==> src/rtl/ctx_pkg.sv <==
// Shared types for the context restore sequencer.
// Assumes: one operation in flight at a time.
package ctx_pkg;
    typedef enum logic [2:0] {
        ST_IDLE = 3'd0,
        ST_TASK = 3'd1,
        ST_MASK = 3'd2,
        ST_CORR = 3'd3,
        ST_LO   = 3'd4,
        ST_HI   = 3'd5,
        ST_FIN  = 3'd6
    } ctx_state_e;
endpackage

==> src/rtl/ctx_lsb_pick.sv <==
// Lowest-set-bit finder: reports the index of the lowest 1 in vec_i
// and whether any bit is set. Purely combinational.
// Assumes: IDXW is wide enough to encode N-1.
module ctx_lsb_pick #(
    parameter int N    = 8,
    parameter int IDXW = 3
) (
    input  logic [N-1:0]    vec_i,
    output logic [IDXW-1:0] idx_o,
    output logic            any_o
);
    // Scan from the top down so that the lowest set bit is written last.
    always_comb begin
        idx_o = '0;
        any_o = 1'b0;
        for (int i = N - 1; i >= 0; i--) begin
            if (vec_i[i]) begin
                idx_o = IDXW'(i);
                any_o = 1'b1;
            end
        end
    end
endmodule

==> src/rtl/ctx_seq_ctrl.sv <==
// Control FSM: steps through the task read, the mask read, the correction
// read and the low/high byte pops, then a finish cycle. It holds the set
// of registers still to be restored and the correction byte.
// Assumes: a read completes in a cycle where mem_req_o and rd_valid_i are both high.
module ctx_seq_ctrl
    import ctx_pkg::*;
#(
    parameter int NREG = 8,
    parameter int IDXW = 3,
    parameter int DW   = 8
) (
    input  logic            clk,
    input  logic            rst_n,
    input  logic            start_i,
    input  logic            rd_valid_i,
    input  logic [DW-1:0]   rd_data_i,
    input  logic [IDXW-1:0] pick_idx_i,
    input  logic            pick_any_i,
    output ctx_state_e      state_o,
    output logic            load_o,
    output logic            mem_req_o,
    output logic            rd_done_o,
    output logic [NREG-1:0] pend_o,
    output logic [DW-1:0]   corr_o
);
    ctx_state_e      state_q, state_d;
    logic [NREG-1:0] pend_q;
    logic [NREG-1:0] pend_left;
    logic [DW-1:0]   corr_q;

    assign state_o   = state_q;
    assign pend_o    = pend_q;
    assign corr_o    = corr_q;
    assign load_o    = (state_q == ST_IDLE) && start_i;
    assign mem_req_o = (state_q == ST_TASK) || (state_q == ST_MASK) ||
                       (state_q == ST_CORR) || (state_q == ST_LO)   ||
                       (state_q == ST_HI);
    assign rd_done_o = mem_req_o && rd_valid_i;
    assign pend_left = pend_q & ~(NREG'(1) << pick_idx_i);

    // Next-state selection for the restore sequence.
    always_comb begin
        state_d = state_q;
        unique case (state_q)
            ST_IDLE: if (start_i)   state_d = ST_TASK;
            ST_TASK: if (rd_done_o) state_d = ST_MASK;
            ST_MASK: if (rd_done_o) state_d = ST_CORR;
            ST_CORR: if (rd_done_o) state_d = pick_any_i ? ST_LO : ST_FIN;
            ST_LO:   if (rd_done_o) state_d = ST_HI;
            ST_HI:   if (rd_done_o) state_d = (|pend_left) ? ST_LO : ST_FIN;
            ST_FIN:  state_d = ST_IDLE;
            default: state_d = ST_IDLE;
        endcase
    end

    // State register.
    always_ff @(posedge clk) begin
        if (!rst_n) state_q <= ST_IDLE;
        else        state_q <= state_d;
    end

    // Pending-register mask: loaded from the table, one bit retired per popped word.
    always_ff @(posedge clk) begin
        if (!rst_n)                                 pend_q <= '0;
        else if (state_q == ST_MASK && rd_done_o)   pend_q <= NREG'(rd_data_i);
        else if (state_q == ST_HI && rd_done_o)     pend_q <= pend_left;
    end

    // Correction byte capture.
    always_ff @(posedge clk) begin
        if (!rst_n)                               corr_q <= '0;
        else if (state_q == ST_CORR && rd_done_o) corr_q <= rd_data_i;
    end


    popped_bit_selected_chk: assert property (@(posedge clk) disable iff (!rst_n)
        (state_q == ST_HI && rd_done_o) |-> pend_q[pick_idx_i]);

    fin_returns_idle_chk: assert property (@(posedge clk) disable iff (!rst_n)
        (state_q == ST_FIN) |=> (state_q == ST_IDLE));

    busy_start_ignored_chk: assert property (@(posedge clk) disable iff (!rst_n)
        (state_q == ST_LO && start_i && !rd_valid_i) |=> (state_q == ST_LO));
endmodule

==> src/rtl/ctx_addr_unit.sv <==
// Address unit: latches the operands at start, forms the table entry
// address from the task number, counts stack bytes, drives the read
// address and forms the corrected stack pointer.
// Assumes: AW > SPW and AW >= DW + 1; table arithmetic wraps modulo 2^AW,
// stack arithmetic modulo 2^SPW.
module ctx_addr_unit
    import ctx_pkg::*;
#(
    parameter int AW  = 20,
    parameter int PW  = 16,
    parameter int SPW = 16,
    parameter int DW  = 8
) (
    input  logic           clk,
    input  logic           rst_n,
    input  logic           load_i,
    input  ctx_state_e     state_i,
    input  logic           rd_done_i,
    input  logic [DW-1:0]  rd_data_i,
    input  logic [PW-1:0]  task_ptr_i,
    input  logic [AW-1:0]  tbl_base_i,
    input  logic [SPW-1:0] sp_i,
    input  logic [DW-1:0]  corr_i,
    output logic [AW-1:0]  mem_addr_o,
    output logic [SPW-1:0] sp_next_o
);
    logic [PW-1:0]  ptr_q;
    logic [AW-1:0]  base_q;
    logic [AW-1:0]  entry_q;
    logic [SPW-1:0] sp_q;
    logic [SPW-1:0] off_q;
    logic [SPW-1:0] stk_ptr;
    logic [AW-1:0]  tbl_off;

    assign stk_ptr   = sp_q + off_q;
    assign tbl_off   = {{(AW-DW-1){1'b0}}, rd_data_i, 1'b0};
    assign sp_next_o = sp_q + {{(SPW-DW){1'b0}}, corr_i};

    // Operand capture at an accepted start.
    always_ff @(posedge clk) begin
        if (!rst_n) begin
            ptr_q  <= '0;
            base_q <= '0;
            sp_q   <= '0;
        end else if (load_i) begin
            ptr_q  <= task_ptr_i;
            base_q <= tbl_base_i;
            sp_q   <= sp_i;
        end
    end

    // Table entry address, formed once the task number arrives.
    always_ff @(posedge clk) begin
        if (!rst_n)                                entry_q <= '0;
        else if (state_i == ST_TASK && rd_done_i)  entry_q <= base_q + tbl_off;
    end

    // Stack byte offset: cleared at start, advanced on each popped byte.
    always_ff @(posedge clk) begin
        if (!rst_n)       off_q <= '0;
        else if (load_i)  off_q <= '0;
        else if ((state_i == ST_LO || state_i == ST_HI) && rd_done_i)
                          off_q <= off_q + SPW'(1);
    end

    // Read address selection by phase.
    always_comb begin
        unique case (state_i)
            ST_TASK:      mem_addr_o = {{(AW-PW){1'b0}}, ptr_q};
            ST_MASK:      mem_addr_o = entry_q;
            ST_CORR:      mem_addr_o = entry_q + AW'(1);
            ST_LO, ST_HI: mem_addr_o = {{(AW-SPW){1'b0}}, stk_ptr};
            default:      mem_addr_o = '0;
        endcase
    end


    stack_offset_step_chk: assert property (@(posedge clk) disable iff (!rst_n)
        (state_i == ST_LO && rd_done_i) |=> (off_q == $past(off_q) + SPW'(1)));
endmodule

==> src/rtl/ctx_word_pack.sv <==
// Word packer: holds the low stack byte and, when the high byte arrives,
// issues one registered write of {high, low} to the register file.
// Assumes: a low byte always comes before its high byte.
module ctx_word_pack #(
    parameter int DW   = 8,
    parameter int RW   = 16,
    parameter int IDXW = 3
) (
    input  logic            clk,
    input  logic            rst_n,
    input  logic            lo_cap_i,
    input  logic            hi_cap_i,
    input  logic [DW-1:0]   rd_data_i,
    input  logic [IDXW-1:0] idx_i,
    output logic            reg_we_o,
    output logic [IDXW-1:0] reg_idx_o,
    output logic [RW-1:0]   reg_wdata_o
);
    logic [DW-1:0] lo_q;

    // Low byte holding register.
    always_ff @(posedge clk) begin
        if (!rst_n)        lo_q <= '0;
        else if (lo_cap_i) lo_q <= rd_data_i;
    end

    // Register write port, pulsed for one cycle per restored word.
    always_ff @(posedge clk) begin
        if (!rst_n) begin
            reg_we_o    <= 1'b0;
            reg_idx_o   <= '0;
            reg_wdata_o <= '0;
        end else begin
            reg_we_o <= hi_cap_i;
            if (hi_cap_i) begin
                reg_idx_o   <= idx_i;
                reg_wdata_o <= RW'({rd_data_i, lo_q});
            end
        end
    end


    write_single_pulse_chk: assert property (@(posedge clk) disable iff (!rst_n)
        reg_we_o |=> !reg_we_o);
endmodule

==> src/rtl/ctx_restore_seq.sv <==
// Top of the task context restore sequencer. It wires the control FSM,
// the address unit, the lowest-bit picker and the word packer.
// Assumes: the stack pointer is stable only at start (it is captured then);
// memory holds data stable while returning it with mem_rvalid_i.
module ctx_restore_seq
    import ctx_pkg::*;
#(
    parameter int AW   = 20,
    parameter int PW   = 16,
    parameter int SPW  = 16,
    parameter int DW   = 8,
    parameter int NREG = 8,
    localparam int RW   = 2 * DW,
    localparam int IDXW = $clog2(NREG)
) (
    input  logic            clk,
    input  logic            rst_n,
    input  logic            start_i,
    input  logic [PW-1:0]   task_ptr_i,
    input  logic [AW-1:0]   tbl_base_i,
    input  logic [SPW-1:0]  sp_i,
    output logic            done_o,
    output logic            mem_req_o,
    output logic [AW-1:0]   mem_addr_o,
    input  logic [DW-1:0]   mem_rdata_i,
    input  logic            mem_rvalid_i,
    output logic            reg_we_o,
    output logic [IDXW-1:0] reg_idx_o,
    output logic [RW-1:0]   reg_wdata_o,
    output logic            sp_we_o,
    output logic [SPW-1:0]  sp_wdata_o
);
    ctx_state_e      state;
    logic            load;
    logic            rd_done;
    logic [NREG-1:0] pend;
    logic [DW-1:0]   corr;
    logic [IDXW-1:0] pick_idx;
    logic            pick_any;

    ctx_seq_ctrl #(.NREG(NREG), .IDXW(IDXW), .DW(DW)) u_ctrl (
        .clk        (clk),
        .rst_n      (rst_n),
        .start_i    (start_i),
        .rd_valid_i (mem_rvalid_i),
        .rd_data_i  (mem_rdata_i),
        .pick_idx_i (pick_idx),
        .pick_any_i (pick_any),
        .state_o    (state),
        .load_o     (load),
        .mem_req_o  (mem_req_o),
        .rd_done_o  (rd_done),
        .pend_o     (pend),
        .corr_o     (corr)
    );

    ctx_lsb_pick #(.N(NREG), .IDXW(IDXW)) u_pick (
        .vec_i (pend),
        .idx_o (pick_idx),
        .any_o (pick_any)
    );

    ctx_addr_unit #(.AW(AW), .PW(PW), .SPW(SPW), .DW(DW)) u_addr (
        .clk        (clk),
        .rst_n      (rst_n),
        .load_i     (load),
        .state_i    (state),
        .rd_done_i  (rd_done),
        .rd_data_i  (mem_rdata_i),
        .task_ptr_i (task_ptr_i),
        .tbl_base_i (tbl_base_i),
        .sp_i       (sp_i),
        .corr_i     (corr),
        .mem_addr_o (mem_addr_o),
        .sp_next_o  (sp_wdata_o)
    );

    ctx_word_pack #(.DW(DW), .RW(RW), .IDXW(IDXW)) u_pack (
        .clk         (clk),
        .rst_n       (rst_n),
        .lo_cap_i    ((state == ST_LO) && rd_done),
        .hi_cap_i    ((state == ST_HI) && rd_done),
        .rd_data_i   (mem_rdata_i),
        .idx_i       (pick_idx),
        .reg_we_o    (reg_we_o),
        .reg_idx_o   (reg_idx_o),
        .reg_wdata_o (reg_wdata_o)
    );

    assign done_o  = (state == ST_FIN);
    assign sp_we_o = (state == ST_FIN);


    addr_hold_chk: assert property (@(posedge clk) disable iff (!rst_n)
        (mem_req_o && !mem_rvalid_i) |=> (mem_req_o && $stable(mem_addr_o)));

    done_pulse_chk: assert property (@(posedge clk) disable iff (!rst_n)
        done_o |=> !done_o);

    done_no_read_chk: assert property (@(posedge clk) disable iff (!rst_n)
        done_o |-> !mem_req_o);
endmodule

==> config.mk <==
export PLATFORM = sky130hd
export DESIGN_NAME = ctx_restore_seq
export DESIGN_NICKNAME = d
export VERILOG_FILES = /design/src/rtl/ctx_pkg.sv /design/src/rtl/ctx_lsb_pick.sv /design/src/rtl/ctx_seq_ctrl.sv /design/src/rtl/ctx_addr_unit.sv /design/src/rtl/ctx_word_pack.sv /design/src/rtl/ctx_restore_seq.sv
export SDC_FILE = /design/constraint.sdc
export NUM_CORES = 1
export LEC_CHECK = 0
export ABC_AREA = 1
export BUFFER_PORTS_ARGS = -buffer_cell sky130_fd_sc_hd__buf_2
export CORE_ASPECT_RATIO = 1.1
export CORE_MARGIN = 8
export CORE_UTILIZATION = 58
export DETAILED_ROUTE_END_ITERATION = 6
export PLACE_DENSITY = 0.91
export RECOVER_POWER = 25
export SLEW_MARGIN = 40
export SYNTH_ARGS = -nofsm -noshare
export SYNTH_HDL_FRONTEND = slang
export SYNTH_SLANG_ARGS = --single-unit
export TNS_END_PERCENT = 10
==> constraint.sdc <==
create_clock -name clk -period 2.4 [get_ports clk]
set_input_delay 0.24 -clock clk [delete_from_list [all_inputs] [get_ports clk]]
set_output_delay 0.24 -clock clk [all_outputs]
set_load 0.005 [all_outputs]
==> results of run 1 <==
[metal layers]
metal,global-route usage,vias to the layer above,share of wire
met4,0.189,0,0.056
met5,0,-,0
li1,-,4030,-
met3,0.0658,121,0.078
met1,0.293,3793,0.38
met2,0.473,440,0.48
[sequential cells by signal, indices dropped and copies added, names as in the netlist]
name	flops
u_addr.base_q	20
u_addr.entry_q	20
u_addr.off_q	16
u_addr.ptr_q	16
u_addr.sp_q	16
u_ctrl.corr_o	8
u_ctrl.pend_o	8
u_ctrl.state_o	3
u_pack.lo_q	8
u_pack.reg_idx_o	3
u_pack.reg_wdata_o	16
u_pack.reg_we_o	1
[final timing paths]
path	depth (start not counted)	slack [ns]	start	endpoint
setup / recovery	13	-0.30	u_addr.sp_q[0]$_SDFFE_PN0P_	sp_wdata_o[12]
hold / removal	3	0.04	sp_i[5]	u_addr.sp_q[5]$_SDFFE_PN0P_
setup reg to reg	13	0.13	u_addr.base_q[1]$_SDFFE_PN0P_	u_addr.entry_q[17]$_SDFFE_PN0P_
hold reg to reg	2	0.47	u_addr.ptr_q[4]$_SDFFE_PN0P_	u_addr.ptr_q[4]$_SDFFE_PN0P_
[cells by family (layout without fill, tap and decap cells)]
group	after synthesis	after routing	share of synthesized area
and+or+nand+nor	456	456	0.263
AOI/OAI and AO/OA	299	299	0.207
adders and majority gates	36	36	0.0607
DFF	135	135	0.347
buffers and inverters	176	319	0.0904
xor gates and xnor gates	28	28	0.0315
[critical path, stage by stage (launching register included)]
cell	delay, ns
dfxtp_2	0.35
ha_4	0.15
inv_4	0.04
fa_2	0.36
inv_2	0.10
a31oi_4	0.09
o21ai_1	0.12
buf_4	0.14
nand2_4	0.07
nor2_4	0.10
nand3_2	0.09
buf_4	0.15
xor2_2	0.13
buf_2	0.13
[stage by stage]
stage | instance area [sq um] | power (mW)
4_1_cts | 9410 | 7.41
2_1_floorplan | 7790 | 3.99
6_report | 9560 | 7.51
3_3_place_gp | 8620 | 4.57
5_1_grt | 9560 | 7.86
3_5_place_dp | 8620 | 4.62
[report_power, final]
group	internal [mW]	total (mW)	switching, mW	leakage (nW)
Clock	1.74	2.77	1.03	0.290
Sequential	2.51	2.77	0.258	1.11
Combinational	0.698	1.96	1.27	2.88
[cell usage in the layout (no fill, tap or decap), types with 20 or more instances in the layout]
cell	count
nor2_1	78
buf_2	110
o21ai_0	91
inv_1	123
xor2_1	20
buf_4	31
nand2_1	229
a21oi_1	140
nand3_1	56
dfxtp_1	121
[cell type report]
cell class                 instances  share of cell area
multi-input combinational        819               0.486
clock buffer                      17              0.0445
clock inverter                    13              0.0206
tap                              161              0.0211
inverter                         135              0.0538
sequential                       135               0.285
timing repair buffer             154              0.0896
[repair_timing]
item | 4_1_cts | 5_1_grt
pin swaps | 6 | 11
buffers inserted | 3 | 3
endpoints found under the setup margin | 21 | 27
gates resized for setup | 37 | 40
gates cloned | 0 | 0
==> impl_results.html, run 1 <==
<table>
<tr><th>Metric</th><th>Value</th></tr>
<tr><th colspan="2">Synth</th></tr>
<tr><td>Flop and latch count out of synthesis</td><td>135</td></tr>
<tr><td>Gate count of the mapped netlist</td><td>1,130</td></tr>
<tr><td>Number of warning messages in the yosys log</td><td>0</td></tr>
<tr><td>Area leader, netlist</td><td>dfxtp_1</td></tr>
<tr><td>Fraction of synthesized cell area taken by the top area cell type</td><td>0.347</td></tr>
<tr><td>Distinct cells, synth</td><td>53</td></tr>
<tr><td>Post-Synthesis Cell Area</td><td>0.00779 sq mm</td></tr>
<tr><td>Top_reg_cell synth</td><td>dfxtp_1</td></tr>
<tr><td>Fraction of the yosys area taken by sequential cells</td><td>0.347</td></tr>
<tr><td>Number of flops mapped to enable cells by yosys</td><td>0</td></tr>
<tr><td>Async set-reset flop share out of synthesis</td><td>0</td></tr>
<tr><td>Top cells by area, synth</td><td>dfxtp_1, nand2_1, a21oi_1, o21ai_0, inv_1</td></tr>
<tr><td>Net count after synthesis</td><td>1,230</td></tr>
<tr><td>Commonest cells post-synth</td><td>nand2_1, a21oi_1, dfxtp_1, inv_1, o21ai_0</td></tr>
<tr><td>Library cell with the highest instance count after synthesis</td><td>nand2_1</td></tr>
<tr><td>Post-Syn Area per Cell</td><td>6.89 sq um</td></tr>
<tr><th colspan="2">GRT</th></tr>
<tr><td>Initial antenna violation count</td><td>0</td></tr>
<tr><td>Overall fraction of global-route tracks in use</td><td>0.273</td></tr>
<tr><td>Pin count of the biggest net entering global routing</td><td>62</td></tr>
<tr><td>Total grt overflow</td><td>0</td></tr>
<tr><td>Number of global-route vias before repair</td><td>7,998</td></tr>
<tr><td>First-pass GRT wire length</td><td>38.0 mm</td></tr>
<tr><th colspan="2">Placement</th></tr>
<tr><td>HPWL reported at the end of detailed placement</td><td>17.0 mm</td></tr>
<tr><td>IO Port Bufs</td><td>122</td></tr>
<tr><td>Setup WS pre-CTS</td><td>-0.00614 ns</td></tr>
<tr><td>GPL Wtd Cong</td><td>0.932</td></tr>
<tr><td>Number of cells in the design after placement</td><td>1,398</td></tr>
<tr><th colspan="2">Final layout</th></tr>
<tr><td>Layout filler cell count</td><td>1,007</td></tr>
<tr><td>Final Instance Count excl. Fillers</td><td>1,434</td></tr>
<tr><td>Number of nets in the layout</td><td>1,362</td></tr>
<tr><td>Footprint of the multi-input gates</td><td>0.00464 sq mm</td></tr>
<tr><td>Area growth from synthesis to final layout</td><td>22.7%</td></tr>
<tr><td>Ant diodes</td><td>0</td></tr>
<tr><td>Utilization after layout</td><td>0.726</td></tr>
<tr><td>Fraction of layout cells with a size suffix above 1</td><td>0.211</td></tr>
<tr><td>Seq. cell area</td><td>0.00272 sq mm</td></tr>
<tr><th colspan="2">Drt</th></tr>
<tr><td>Post-detailed-route via-to-cell ratio</td><td>5.85</td></tr>
<tr><td>Violation count after the first detailed-route iteration</td><td>894</td></tr>
<tr><td>Post-detailed-route count of antenna-violating nets</td><td>0</td></tr>
<tr><td>DRC</td><td>0</td></tr>
<tr><td>Wire length per cell after detailed routing</td><td>17.1 microns</td></tr>
<tr><td>Routed wire length</td><td>24.5 mm</td></tr>
<tr><td>Detailed Routing Iterations Pass 1</td><td>5</td></tr>
<tr><td>Vias</td><td>8,384</td></tr>
<tr><th colspan="2">Timing</th></tr>
<tr><td>Final count of hold timing violations</td><td>0</td></tr>
<tr><td>Pin slew with the least headroom to its limit</td><td>0.720 ns</td></tr>
<tr><td>Final period utilization</td><td>1.13</td></tr>
<tr><td>Final number of setup-violating endpoints</td><td>20</td></tr>
<tr><td>RSZ-0062 raised after global routing</td><td>true</td></tr>
<tr><td>Worst setup slack after layout</td><td>-0.300 ns</td></tr>
<tr><td>Upper clock frequency limit</td><td>370 MHz</td></tr>
<tr><td>Final critical-path required period</td><td>2.70 ns</td></tr>
<tr><td>Worst relative slew slack</td><td>0.519</td></tr>
<tr><td>Setup_tns</td><td>-2.48 ns</td></tr>
<tr><td>Max-slew violation count</td><td>0</td></tr>
<tr><td>Final hold slack</td><td>0.0382 ns</td></tr>
<tr><td>Clock Skew</td><td>0.0144 ns</td></tr>
<tr><th colspan="2">Floorplan</th></tr>
<tr><td>Row Count</td><td>44</td></tr>
<tr><td>Boundary Pins</td><td>123</td></tr>
<tr><td>Die area</td><td>0.0174 sq mm</td></tr>
<tr><td>Area of the core region</td><td>0.0132 sq mm</td></tr>
<tr><td>Die width</td><td>127 microns</td></tr>
<tr><td>Initial cell density of the core</td><td>0.592</td></tr>
<tr><td>Height of the die</td><td>138 microns</td></tr>
<tr><th colspan="2">Setup path</th></tr>
<tr><td>Arrival time worst endpoint</td><td>2.46 ns</td></tr>
<tr><td>Data required time of the worst path</td><td>2.16 ns</td></tr>
<tr><td>Critical Path Sink Type</td><td>primary output</td></tr>
<tr><td>Critical Path Start Type</td><td>flip-flop</td></tr>
<tr><td>Setup CP Type</td><td>reg -&gt; out</td></tr>
<tr><td>Worst Path Max Fanout</td><td>2</td></tr>
<tr><th colspan="2">CTS</th></tr>
<tr><td>Clock buffer count from CTS</td><td>17</td></tr>
<tr><td>CTS sink cnt</td><td>135</td></tr>
<tr><td>Post-CTS Hold Fix Bufs</td><td>0</td></tr>
<tr><td>Later-pin clock latency in the skew report</td><td>0.44 ns</td></tr>
<tr><td>Total number of H-tree levels</td><td>4</td></tr>
<tr><td>Buffer cell driving the clock tree root</td><td>clkbuf_16</td></tr>
<tr><td>Max clock buf depth</td><td>2</td></tr>
<tr><td>TritonCTS clock tree</td><td>done</td></tr>
<tr><td>Clk slew on worst S/H paths</td><td>0.06 ns</td></tr>
<tr><th colspan="2">Run</th></tr>
<tr><td>Max-cap violations</td><td>0</td></tr>
<tr><th colspan="2">Outcome</th></tr>
<tr><td>Run status</td><td>complete, but fails checks</td></tr>
<tr><td>Failing checks</td><td>setup timing</td></tr>
<tr><th colspan="2">Worst hold path</th></tr>
<tr><td>HP Class</td><td>in -&gt; reg</td></tr>
<tr><th colspan="2">Power</th></tr>
<tr><td>Reported leakage power</td><td>4.28 nW</td></tr>
<tr><td>Peak supply drop</td><td>0.000522 V</td></tr>
<tr><td>PwrDens</td><td>786 mW/mm^2</td></tr>
</table>
Power figures use the tool's default switching activity.
==> run 2, diff against run 1 <==
--- a/config.mk
+++ b/config.mk
@@ -9,9 +9,9 @@
 export BUFFER_PORTS_ARGS = -buffer_cell sky130_fd_sc_hd__buf_2
 export CORE_ASPECT_RATIO = 1.1
 export CORE_MARGIN = 8
-export CORE_UTILIZATION = 58
+export CORE_UTILIZATION = 30
 export DETAILED_ROUTE_END_ITERATION = 6
-export PLACE_DENSITY = 0.91
+export PLACE_DENSITY = 0.58
 export RECOVER_POWER = 25
 export SLEW_MARGIN = 40
 export SYNTH_ARGS = -nofsm -noshare
==> impl_results.html, run 2 (same netlist as run 1, synthesis figures left out) <==
<table>
<tr><th>Metric</th><th>Value</th></tr>
<tr><th colspan="2">Final layout</th></tr>
<tr><td>Area growth from synthesis to final layout</td><td>28.6%</td></tr>
<tr><td>Post-route cell area</td><td>0.0100 sq mm</td></tr>
<tr><td>Final Instance Count excl. Fillers</td><td>1,642</td></tr>
<tr><td>Regs by FF count</td><td>u_addr.base_q: 20 flops, u_addr.entry_q: 20 flops</td></tr>
<tr><td>Highest-count cells in the layout ignoring fill and taps</td><td>nand2_1, a21oi_1, inv_1</td></tr>
<tr><td>Utilization after layout</td><td>0.388</td></tr>
<tr><td>Leading cell type in the layout, fill and taps excluded</td><td>nand2_1</td></tr>
<tr><td>Number of nets in the layout</td><td>1,378</td></tr>
<tr><td>Fraction of layout cells with a size suffix above 1</td><td>0.231</td></tr>
<tr><th colspan="2">Timing</th></tr>
<tr><td>Final critical-path required period</td><td>2.57 ns</td></tr>
<tr><td>Upper clock frequency limit</td><td>389 MHz</td></tr>
<tr><td>Final number of setup-violating endpoints</td><td>16</td></tr>
<tr><td>Worst relative slew slack</td><td>0.551</td></tr>
<tr><td>Pin slew with the least headroom to its limit</td><td>0.671 ns</td></tr>
<tr><td>RSZ-0062 raised after global routing</td><td>true</td></tr>
<tr><td>Clock Skew</td><td>0.00748 ns</td></tr>
<tr><td>Setup_tns</td><td>-1.42 ns</td></tr>
<tr><td>Max-slew violation count</td><td>0</td></tr>
<tr><td>Worst setup slack after layout</td><td>-0.168 ns</td></tr>
<tr><td>Final period utilization</td><td>1.07</td></tr>
<tr><td>Final count of hold timing violations</td><td>0</td></tr>
<tr><th colspan="2">CTS</th></tr>
<tr><td>CTS sink cnt</td><td>135</td></tr>
<tr><td>Total number of H-tree levels</td><td>4</td></tr>
<tr><td>Post-CTS Hold Fix Bufs</td><td>0</td></tr>
<tr><td>Later-pin clock latency in the skew report</td><td>0.42 ns</td></tr>
<tr><td>Clk slew on worst S/H paths</td><td>0.06 ns</td></tr>
<tr><td>Clock buffer count from CTS</td><td>17</td></tr>
<tr><td>TritonCTS clock tree</td><td>done</td></tr>
<tr><td>Buffer cell driving the clock tree root</td><td>clkbuf_16</td></tr>
<tr><td>Max clock buf depth</td><td>2</td></tr>
<tr><th colspan="2">Run</th></tr>
<tr><td>Max-cap violations</td><td>0</td></tr>
<tr><th colspan="2">GRT</th></tr>
<tr><td>Overall fraction of global-route tracks in use</td><td>0.163</td></tr>
<tr><td>First-pass GRT wire length</td><td>40.7 mm</td></tr>
<tr><td>Number of global-route vias before repair</td><td>7,831</td></tr>
<tr><td>Total grt overflow</td><td>0</td></tr>
<tr><td>Initial antenna violation count</td><td>1</td></tr>
<tr><td>Pin count of the biggest net entering global routing</td><td>44</td></tr>
<tr><th colspan="2">Power</th></tr>
<tr><td>Reported leakage power</td><td>4.37 nW</td></tr>
<tr><td>Peak supply drop</td><td>0.000372 V</td></tr>
<tr><td>Total power consumption of the routed design</td><td>7.70 mW</td></tr>
<tr><td>PwrDens</td><td>768 mW/mm^2</td></tr>
<tr><th colspan="2">Placement</th></tr>
<tr><td>IO Port Bufs</td><td>122</td></tr>
<tr><td>GPL Wtd Cong</td><td>0.923</td></tr>
<tr><td>Post-detailed-placement cell area</td><td>0.00898 sq mm</td></tr>
<tr><td>HPWL reported at the end of detailed placement</td><td>19.1 mm</td></tr>
<tr><td>Number of cells in the design after placement</td><td>1,606</td></tr>
<tr><th colspan="2">Drt</th></tr>
<tr><td>Detailed Routing Iterations Pass 1</td><td>5</td></tr>
<tr><td>Vias</td><td>7,878</td></tr>
<tr><td>DRC</td><td>0</td></tr>
<tr><td>Post-detailed-route count of antenna-violating nets</td><td>0</td></tr>
<tr><td>Routed wire length</td><td>25.5 mm</td></tr>
<tr><td>Post-detailed-route via-to-cell ratio</td><td>4.80</td></tr>
<tr><td>Violation count after the first detailed-route iteration</td><td>638</td></tr>
<tr><td>Wire length per cell after detailed routing</td><td>15.6 microns</td></tr>
<tr><th colspan="2">Floorplan</th></tr>
<tr><td>Area of the core region</td><td>0.0258 sq mm</td></tr>
<tr><td>Boundary Pins</td><td>123</td></tr>
<tr><td>Die area</td><td>0.0314 sq mm</td></tr>
<tr><td>Initial cell density of the core</td><td>0.302</td></tr>
<tr><td>Height of the die</td><td>185 microns</td></tr>
<tr><td>Row Count</td><td>62</td></tr>
<tr><td>Die width</td><td>170 microns</td></tr>
<tr><th colspan="2">Setup path</th></tr>
<tr><td>Data required time of the worst path</td><td>2.16 ns</td></tr>
<tr><td>Worst stage delay on the critical path</td><td>0.35 ns</td></tr>
<tr><td>Worst-path cell chain</td><td>ha_4, inv_2, fa_2, inv_2, a31oi_2, o21ai_1, buf_4, nand2_4, nor2_4, nand3_2, buf_4, xor2_1, buf_2</td></tr>
<tr><td>Cell class contributing the biggest share of worst-path delay</td><td>buffers and inverters</td></tr>
<tr><td>Buffers and inverters on the worst path</td><td>5</td></tr>
<tr><td>Setup CP Type</td><td>reg -&gt; out</td></tr>
<tr><td>Worst Path Max Fanout</td><td>2</td></tr>
<tr><td>Critical Path Sink Type</td><td>primary output</td></tr>
<tr><td>Arrival time worst endpoint</td><td>2.33 ns</td></tr>
<tr><td>CP max-delay cell</td><td>dfxtp_2</td></tr>
<tr><td>Critical Path Start Type</td><td>flip-flop</td></tr>
<tr><th colspan="2">Outcome</th></tr>
<tr><td>Failing checks</td><td>setup timing</td></tr>
<tr><td>Run status</td><td>complete, but fails checks</td></tr>
<tr><th colspan="2">Worst hold path</th></tr>
<tr><td>HP Class</td><td>in -&gt; reg</td></tr>
</table>
==> run 2: worst paths after layout <==
| check | from | endpoint | slack [ns] | cells after the start |
|---|---|---|---|---|
| worst max-delay path | u_ctrl.corr_o[0]$_SDFFE_PN0P_ | sp_wdata_o[12] | -0.17 | 13 |
| worst min-delay path | sp_i[2] | u_addr.sp_q[2]$_SDFFE_PN0P_ | 0.06 | 3 |
| worst max register to register | u_ctrl.state_o[2]$_SDFFE_PN0P_ | u_addr.off_q[6]$_SDFFE_PP0P_ | -0.15 | 8 |
| worst min register to register | u_addr.ptr_q[14]$_SDFFE_PN0P_ | u_addr.ptr_q[14]$_SDFFE_PN0P_ | 0.46 | 2 |
==> run 2: worst min-delay path, cell delays in order <==
cell	delay [ns]
buf_2	0.09
nand2_1	0.05
a21oi_1	0.05
==> run 2: timing repair <==
action                                 4_1_cts  5_1_grt
buffers inserted                             1        4
gates resized for setup                     66       39
setup endpoints to repair                   24       30
endpoints found under the hold margin        0        0
pin swaps                                   17       22
==> run 2: final cells by class <==
cell class	instances	area (sq um)
clock buffers	21	450
flip-flops and latches	135	2740
repair buffers	170	980
clock inverters	9	199
well taps	352	440
fillers	2689	15800
multi-input cells	819	4700
inverters	135	512
diodes	1	2.50
==> run 2: stage by stage <==
step                hold slack [ns]  setup WS [ns]
floorplan                     0.375          0.206
global placement              0.450         0.0653
detailed placement            0.451         0.0604
CTS                          0.0408         -0.223
global route                 0.0629         -0.345
finish                       0.0567         -0.168
==> run 2: report_power, final <==
group	total (mW)	leakage [nW]	switching (mW)	internal (mW)
Combinational	1.97	2.94	1.25	0.716
Sequential	2.78	1.11	0.262	2.52
Clock	2.95	0.317	0.985	1.96
==> run 2: metal layers <==
metal  vias up  GRT usage  wire [microns]
met5         -          0               0
met4         0     0.0677             612
met3        37     0.0345            1180
met2       171      0.288           12800
met1      3603      0.189           11000
li1       4067          -               -
